==> config.mk <==
export PLATFORM = sky130hd
export DESIGN_NAME = codec_test_path_ctl
export DESIGN_NICKNAME = d
export VERILOG_FILES = /design/src/rtl/tmc_pkg.sv /design/src/rtl/tmc_mode_reg.sv /design/src/rtl/tmc_rx_path.sv /design/src/rtl/tmc_tx_path.sv /design/src/rtl/tmc_host_irq.sv /design/src/rtl/codec_test_path_ctl.sv
export SDC_FILE = /design/constraint.sdc
export NUM_CORES = 1
export LEC_CHECK = 0
export ABC_AREA = 1
export BUFFER_PORTS_ARGS = -buffer_cell sky130_fd_sc_hd__buf_2
export CORE_MARGIN = 1
export CORE_UTILIZATION = 41
export DETAILED_ROUTE_END_ITERATION = 10
export HOLD_SLACK_MARGIN = 0.06
export PLACE_DENSITY = 0.72
export SLEW_MARGIN = 10
export SYNTH_ARGS = -nofsm -noshare
export SYNTH_HDL_FRONTEND = slang
export SYNTH_SLANG_ARGS = --single-unit
==> constraint.sdc <==
create_clock -name clk -period 1.28 [get_ports clk]
set_input_delay 0.064 -clock clk [delete_from_list [all_inputs] [get_ports clk]]
set_output_delay 0.064 -clock clk [all_outputs]
set_load 0.01 [all_outputs]
==> src/rtl/tmc_pkg.sv <==
package tmc_pkg;

   // Mode word; the last member is bit 0.
   typedef struct packed {
      logic tone_on;
      logic slot_loop;
      logic dig_loop;
      logic iface_loop;
      logic irq_arm;
      logic rx_atten;
      logic hp_bypass;
      logic rx_cutoff;
      logic tx_cutoff;
   } test_cfg_t;

   localparam int CFG_W = $bits(test_cfg_t);

   typedef enum logic [2:0] {
      SRC_NORMAL  = 3'd0,
      SRC_DIGLOOP = 3'd1,
      SRC_SLOT    = 3'd2,
      SRC_IFACE   = 3'd3,
      SRC_NONE    = 3'd4
   } tx_src_e;

endpackage

==> src/rtl/tmc_mode_reg.sv <==
module tmc_mode_reg
   import tmc_pkg::*;
#(
   parameter int          IMP_W     = 5,
   parameter int unsigned LOOP_CODE = 16
) (
   input  logic                 clk,
   input  logic                 rst_n,
   input  logic                 cfg_wr,
   input  logic [CFG_W-1:0]     cfg_wdata,
   input  logic                 imp_wr,
   input  logic [IMP_W-1:0]     imp_wdata,
   output test_cfg_t            cfg,
   output logic                 dig_loop_act,
   output tx_src_e              tx_src,
   output logic                 vout_en,
   output logic                 bfilt_en
);

   localparam logic [IMP_W-1:0] CODE_V = IMP_W'(LOOP_CODE);

   if (IMP_W < 1 || IMP_W > 16) begin : g_bad_imp_w
      $error("tmc_mode_reg: IMP_W out of range");
   end
   if (LOOP_CODE >= (1 << IMP_W)) begin : g_bad_code
      $error("tmc_mode_reg: LOOP_CODE does not fit IMP_W");
   end

   test_cfg_t        cfg_q;
   logic [IMP_W-1:0] imp_q;

   always_ff @(posedge clk or negedge rst_n) begin
      if (!rst_n) begin
         cfg_q <= '0;
         imp_q <= '0;
      end else begin
         if (cfg_wr) cfg_q <= test_cfg_t'(cfg_wdata);
         if (imp_wr) imp_q <= imp_wdata;
      end
   end

   assign cfg          = cfg_q;
   assign dig_loop_act = (cfg_q.dig_loop || (imp_q == CODE_V)) && !cfg_q.rx_cutoff;
   assign vout_en      = !dig_loop_act;
   assign bfilt_en     = !cfg_q.rx_cutoff;

   // Fixed precedence: cutoff, interface loop, slot loop, digital loop.
   always_comb begin
      if (cfg_q.tx_cutoff)       tx_src = SRC_NONE;
      else if (cfg_q.iface_loop) tx_src = SRC_IFACE;
      else if (cfg_q.slot_loop)  tx_src = SRC_SLOT;
      else if (dig_loop_act)     tx_src = SRC_DIGLOOP;
      else                       tx_src = SRC_NORMAL;
   end


   cut_blocks_loop_chk: assert property (@(posedge clk) disable iff (!rst_n)
      cfg_q.rx_cutoff |-> (vout_en && bfilt_en == 1'b0));

endmodule

==> src/rtl/tmc_rx_path.sv <==
module tmc_rx_path #(
   parameter int W         = 16,
   parameter int ATT_SHIFT = 1
) (
   input  logic         clk,
   input  logic         rst_n,
   input  logic         rx_valid,
   input  logic [W-1:0] rx_in,
   input  logic [W-1:0] tone_in,
   input  logic         tone_on,
   input  logic         rx_cutoff,
   input  logic         rx_atten,
   output logic         rx_out_vld,
   output logic [W-1:0] rx_out,
   output logic [W-1:0] rx_slot
);

   if (W < 8) begin : g_bad_w
      $error("tmc_rx_path: W must be at least 8");
   end
   if (ATT_SHIFT < 0 || ATT_SHIFT >= W) begin : g_bad_shift
      $error("tmc_rx_path: ATT_SHIFT out of range");
   end

   logic signed [W-1:0] pick;
   logic signed [W-1:0] shifted;
   logic        [W-1:0] result;

   always_comb begin
      if (rx_cutoff)    pick = '0;
      else if (tone_on) pick = signed'(tone_in);
      else              pick = signed'(rx_in);
   end

   if (ATT_SHIFT == 0) begin : g_no_att
      assign shifted = pick;
   end else begin : g_att
      assign shifted = pick >>> ATT_SHIFT;
   end

   assign result = rx_atten ? unsigned'(shifted) : unsigned'(pick);

   logic [W-1:0] out_q;
   logic [W-1:0] slot_q;
   logic         vld_q;

   always_ff @(posedge clk or negedge rst_n) begin
      if (!rst_n) begin
         out_q  <= '0;
         slot_q <= '0;
         vld_q  <= 1'b0;
      end else begin
         vld_q <= rx_valid;
         if (rx_valid) begin
            out_q  <= result;
            slot_q <= rx_in;
         end
      end
   end

   assign rx_out     = out_q;
   assign rx_slot    = slot_q;
   assign rx_out_vld = vld_q;


   mute_chk: assert property (@(posedge clk) disable iff (!rst_n)
      (rx_valid && rx_cutoff) |=> (rx_out == '0));


   atten_sign_chk: assert property (@(posedge clk) disable iff (!rst_n)
      (rx_valid && rx_atten && !rx_cutoff && !tone_on) |=> (rx_out[W-1] == $past(rx_in[W-1])));


   strobe_chk: assert property (@(posedge clk) disable iff (!rst_n)
      !rx_valid |=> (!rx_out_vld && $stable(rx_out)));

endmodule

==> src/rtl/tmc_tx_path.sv <==
module tmc_tx_path
   import tmc_pkg::*;
#(
   parameter int W = 16
) (
   input  logic         clk,
   input  logic         rst_n,
   input  logic         tx_valid,
   input  logic [W-1:0] tx_raw,
   input  logic [W-1:0] tx_hp,
   input  logic         hp_bypass,
   input  tx_src_e      tx_src,
   input  logic [W-1:0] rx_out,
   input  logic [W-1:0] rx_slot,
   output logic         capture,
   output logic         tx_out_vld,
   output logic [W-1:0] tx_data,
   output logic         tx_oe
);

   logic [W-1:0] pick;

   always_comb begin
      case (tx_src)
         SRC_IFACE:   pick = rx_out;
         SRC_SLOT:    pick = rx_slot;
         SRC_DIGLOOP: pick = rx_out;
         default:     pick = hp_bypass ? tx_raw : tx_hp;
      endcase
   end

   assign capture = tx_valid && (tx_src != SRC_NONE);
   assign tx_oe   = (tx_src != SRC_NONE);

   logic [W-1:0] data_q;
   logic         vld_q;

   always_ff @(posedge clk or negedge rst_n) begin
      if (!rst_n) begin
         data_q <= '0;
         vld_q  <= 1'b0;
      end else begin
         vld_q <= capture;
         if (capture) data_q <= pick;
      end
   end

   assign tx_data    = data_q;
   assign tx_out_vld = vld_q;


   no_slot_chk: assert property (@(posedge clk) disable iff (!rst_n)
      (tx_valid && !tx_oe) |=> (!tx_out_vld && $stable(tx_data)));


   hp_bypass_chk: assert property (@(posedge clk) disable iff (!rst_n)
      (tx_valid && tx_src == SRC_NORMAL && hp_bypass) |=> (tx_data == $past(tx_raw)));


   slot_src_chk: assert property (@(posedge clk) disable iff (!rst_n)
      (tx_valid && tx_src == SRC_SLOT) |=> (tx_data == $past(rx_slot)));

endmodule

==> src/rtl/tmc_host_irq.sv <==
module tmc_host_irq (
   input  logic clk,
   input  logic rst_n,
   input  logic irq_arm,
   input  logic capture,
   input  logic host_rd,
   output logic irq
);

   logic irq_q;

   always_ff @(posedge clk or negedge rst_n) begin
      if (!rst_n)       irq_q <= 1'b0;
      else if (!irq_arm) irq_q <= 1'b0;
      else if (capture)  irq_q <= 1'b1;
      else if (host_rd)  irq_q <= 1'b0;
   end

   assign irq = irq_q;


   irq_set_chk: assert property (@(posedge clk) disable iff (!rst_n)
      (irq_arm && capture) |=> irq);


   irq_clr_chk: assert property (@(posedge clk) disable iff (!rst_n)
      (host_rd && !capture) |=> !irq);


   irq_unarmed_chk: assert property (@(posedge clk) disable iff (!rst_n)
      !irq_arm |=> !irq);

endmodule

==> src/rtl/codec_test_path_ctl.sv <==
module codec_test_path_ctl
   import tmc_pkg::*;
#(
   parameter int          W         = 16,
   parameter int          ATT_SHIFT = 1,
   parameter int          IMP_W     = 5,
   parameter int unsigned LOOP_CODE = 16
) (
   input  logic             clk,
   input  logic             rst_n,
   input  logic             cfg_wr,
   input  logic [CFG_W-1:0] cfg_wdata,
   input  logic             imp_wr,
   input  logic [IMP_W-1:0] imp_wdata,
   input  logic             rx_valid,
   input  logic [W-1:0]     rx_in,
   input  logic [W-1:0]     tone_in,
   output logic             rx_out_vld,
   output logic [W-1:0]     rx_out,
   output logic             bfilt_en,
   output logic             vout_en,
   input  logic             tx_valid,
   input  logic [W-1:0]     tx_raw,
   input  logic [W-1:0]     tx_hp,
   output logic             tx_out_vld,
   output logic [W-1:0]     tx_data,
   output logic             tx_oe,
   input  logic             host_rd,
   output logic [W-1:0]     host_rdata,
   output logic             irq
);

   test_cfg_t    cfg;
   logic         dig_loop_act;
   tx_src_e      tx_src;
   logic [W-1:0] rx_slot;
   logic         capture;

   tmc_mode_reg #(.IMP_W(IMP_W), .LOOP_CODE(LOOP_CODE)) u_mode (
      .clk          (clk),
      .rst_n        (rst_n),
      .cfg_wr       (cfg_wr),
      .cfg_wdata    (cfg_wdata),
      .imp_wr       (imp_wr),
      .imp_wdata    (imp_wdata),
      .cfg          (cfg),
      .dig_loop_act (dig_loop_act),
      .tx_src       (tx_src),
      .vout_en      (vout_en),
      .bfilt_en     (bfilt_en)
   );

   tmc_rx_path #(.W(W), .ATT_SHIFT(ATT_SHIFT)) u_rx (
      .clk        (clk),
      .rst_n      (rst_n),
      .rx_valid   (rx_valid),
      .rx_in      (rx_in),
      .tone_in    (tone_in),
      .tone_on    (cfg.tone_on),
      .rx_cutoff  (cfg.rx_cutoff),
      .rx_atten   (cfg.rx_atten),
      .rx_out_vld (rx_out_vld),
      .rx_out     (rx_out),
      .rx_slot    (rx_slot)
   );

   tmc_tx_path #(.W(W)) u_tx (
      .clk        (clk),
      .rst_n      (rst_n),
      .tx_valid   (tx_valid),
      .tx_raw     (tx_raw),
      .tx_hp      (tx_hp),
      .hp_bypass  (cfg.hp_bypass),
      .tx_src     (tx_src),
      .rx_out     (rx_out),
      .rx_slot    (rx_slot),
      .capture    (capture),
      .tx_out_vld (tx_out_vld),
      .tx_data    (tx_data),
      .tx_oe      (tx_oe)
   );

   tmc_host_irq u_irq (
      .clk     (clk),
      .rst_n   (rst_n),
      .irq_arm (cfg.irq_arm),
      .capture (capture),
      .host_rd (host_rd),
      .irq     (irq)
   );

   assign host_rdata = tx_data;


   dig_loop_src_chk: assert property (@(posedge clk) disable iff (!rst_n)
      (tx_valid && tx_src == SRC_DIGLOOP) |=> (tx_data == $past(rx_out) && !vout_en));


   iface_prio_chk: assert property (@(posedge clk) disable iff (!rst_n)
      (tx_valid && tx_oe && cfg.iface_loop) |=> (tx_data == $past(rx_out)));


   cutoff_no_irq_chk: assert property (@(posedge clk) disable iff (!rst_n)
      (!tx_oe && !irq) |=> !irq);

endmodule

==> results.json <==
{
  "pin_count": 139,
  "place_ws_ns": -0.136,
  "cap_viol_max_count": 0,
  "synth.area.top_cells": "dfrtp_1 45%, nand2_1 13%, nor2_1 6.1%, buf_4 4.1%, o21ai_0 3.6%",
  "rsz0062_at_grt": "yes",
  "syn_area_per_cell_um2": 7.91,
  "dp_hpwl_mm": 7.14,
  "gp_congestion": 0.806,
  "worstPathMaxFanout": 10,
  "die_area_mm2": 0.00922,
  "clockBufferDepth": 2,
  "h-tree-depth": 3,
  "port_buffers": 138,
  "fin_skew_ns": 0.0110,
  "critPathArrivalTime_ns": 1.71,
  "diodes": 0,
  "cts_tree": "done",
  "finalSetupViolations": 25,
  "end_kind": "register",
  "synth_area_mm2": 0.00362,
  "layout_setup_ws_ns": -0.166,
  "synth_top_area_share": 0.449,
  "grt_max_degree": 66,
  "fp.dieH_um": 96.0,
  "hold_violations": 0,
  "fmax_mhz": 692,
  "clock_sinks": 65,
  "rows": 33,
  "cts_root_buffer": "clkbuf_8",
  "initial_utilization": 0.432,
  "p_total_mw": 6.57,
  "grt_pass1_vias": 3347,
  "min_path_type": "in2reg",
  "slew_viol_final": 0,
  "status": "finished with violations",
  "synth_cell_types": 28,
  "power.static_leakage_nw": 2.64,
  "areaGrowthSynthToFinish_pct": 44.2,
  "path_clk_slew_ns": 0.08,
  "routedWlPerCell_um": 14.8,
  "gr-usage-all-layers": 0.231,
  "synth-seq-area-share": 0.449,
  "yosysWarnings": 0,
  "cts_made_buffers": 9,
  "antenna_found_initial": 0,
  "clk_latency_ns": 0.34,
  "vias": 3681,
  "worstPathCellList": "nor2_1 -> nand3_1 -> nand2_2 -> nand3_2 -> nand2_4 -> buf_12 -> nand3_2 -> nand2_2 -> inv_2 -> a21oi_2",
  "ys_async_sr_fraction": 1.00,
  "tightest_slew_ns": 0.575,
  "startpoint_type": "register",
  "cp.required_ns": 1.55,
  "ys.flop_type": "dfrtp_1",
  "firstDrtPassIters": 4,
  "route.detailed.drc": 0,
  "crit_path_top_delay_cell": "dfrtp_1",
  "irDropWorstVdd_mv": 0.956,
  "core_mm2": 0.00838,
  "yosys.area.top_type": "dfrtp_1",
  "avgViaCountPerCell": 5.03,
  "die_w_um": 96.0,
  "overflow": 0,
  "slowest_delay_ns": 0.38,
  "synth_nets": 543,
  "synth_seq_cells": 65,
  "synth-edff-count": 0,
  "totalWireLength_mm": 10.8,
  "ant_nets": 0,
  "min_period_ns": 1.45,
  "layout.nets": 707,
  "period_share": 1.13,
  "critPathKind": "reg2reg",
  "maxSlewHeadroom": 0.616,
  "violations": "negative setup slack",
  "power.density_mw_per_mm2": 1260,
  "drt_iter0_markers": 183,
  "grt_pass1_wl_mm": 16.1,
  "final_layout_size_suffix_gt1_frac": 0.415,
  "netlist_instances": 458
}
==> layout by cell type, fill, tap and decap left out, types with 10 or more instances in the layout <==
cell / synthesis / final
buf_2: 6 / 138
nor2_1: 59 / 45
a21oi_2: 10 / 13
dlygate4sd3_1: 0 / 34
nand2_1: 124 / 116
nand3_1: 23 / 18
o21ai_1: 15 / 19
dfrtp_1: 65 / 64
o22a_1: 13 / 13
nand3_2: 11 / 14
nand2_2: 2 / 10
a21oi_1: 25 / 21
o21ai_0: 26 / 14
inv_1: 25 / 19
==> state kept, by name, summed over array words and instances, names as in the netlist <==
| register | cells |
|---|---|
| u_rx.rx_out_vld | 1 |
| u_rx.rx_out | 16 |
| u_irq.irq | 1 |
| u_mode.imp_q | 5 |
| u_tx.tx_data | 16 |
| u_tx.tx_out_vld | 1 |
| u_mode.cfg | 9 |
| u_rx.rx_slot | 16 |
==> final timing paths <==
kind | start | to | slack, ns | depth (start not counted)
setup / recovery | u_mode.imp_q[3] | u_tx.tx_data[5] | -0.17 | 10
hold / removal | tone_in[0] | u_rx.rx_out[0] | 0.09 | 3
setup reg to reg | u_mode.imp_q[3] | u_tx.tx_data[5] | -0.17 | 10
hold reg to reg | u_rx.rx_slot[7] | u_rx.rx_slot[7] | 0.48 | 2
max in group asynchronous | rst_n | u_tx.tx_data[14] | 0.71 | 3
min in group asynchronous | rst_n | u_mode.imp_q[1] | 0.29 | 3
==> where the power goes <==
group	internal (mW)	switching, mW
sequential	2.33	0.254
combinational	0.907	1.10
clock	1.11	0.866
total	4.36	2.22
==> synthesized netlist by cell type (11+ instances only) <==
| master | instances |
|---|---|
| dfrtp_1 | 65 |
| nand2_1 | 124 |
| o21ai_1 | 15 |
| nand3_1 | 23 |
| nor2_1 | 59 |
| o21ai_0 | 26 |
| buf_4 | 20 |
| inv_1 | 25 |
| a21oi_1 | 25 |
| nand3_2 | 11 |
| o22a_1 | 13 |
==> kinds of logic after synthesis <==
logic type      synth area share
buf+inv                    0.117
mux                       0.0155
simple gates               0.267
flops                      0.449
compound gates             0.151
==> stage by stage <==
step	hold WS, ns	TNS (ns)	area (um2)	utilization	instances
final	0.0859	-2.46	5230	0.623	732
after detailed placement	0.111	-1.36	4320	0.515	672
after floorplan	-0.232	0	3620	-	458
after CTS	0.0700	-2.02	4940	0.590	725
after global routing	0.0771	-4.85	5230	0.623	732
after global placement	0.102	-0.528	4320	0.515	672
==> critical path, delay by kind of cell, from the launching register on <==
kind / cells / cell delay [ns]
buffers and inverters: 2 / 0.19
and+or+nand+nor: 7 / 0.68
AOI/OAI and AO/OA: 1 / 0.11
DFF: 1 / 0.38
==> area by class of cell <==
class | count | area, um2
clock buffers | 9 | 124
well taps | 105 | 131
multi-input cells | 320 | 1780
clock inverters | 7 | 103
repair buffers | 195 | 1330
flip-flops and latches | 65 | 1630
inverters | 31 | 126
fillers | 735 | 3160
==> metal layers <==
layer | routed length [um] | vias to the layer above | GRT usage
met5 | 0 | - | 0
met4 | 120 | 0 | 0.0896
met3 | 596 | 8 | 0.0395
met2 | 5410 | 126 | 0.376
met1 | 4690 | 1744 | 0.306
li1 | - | 1803 | -
==> timing repair <==
item / 4_1_cts / 5_1_grt
resized for setup: 3 / 82
endpoints found under the setup margin: 18 / 27
setup buffers: 3 / 5
hold buffers: 34 / 0
endpoints found under the hold margin: 97 / 0
cloned: 0 / 2
pin swaps: 0 / 23
No activity file was read; power rests on OpenSTA's default activity.
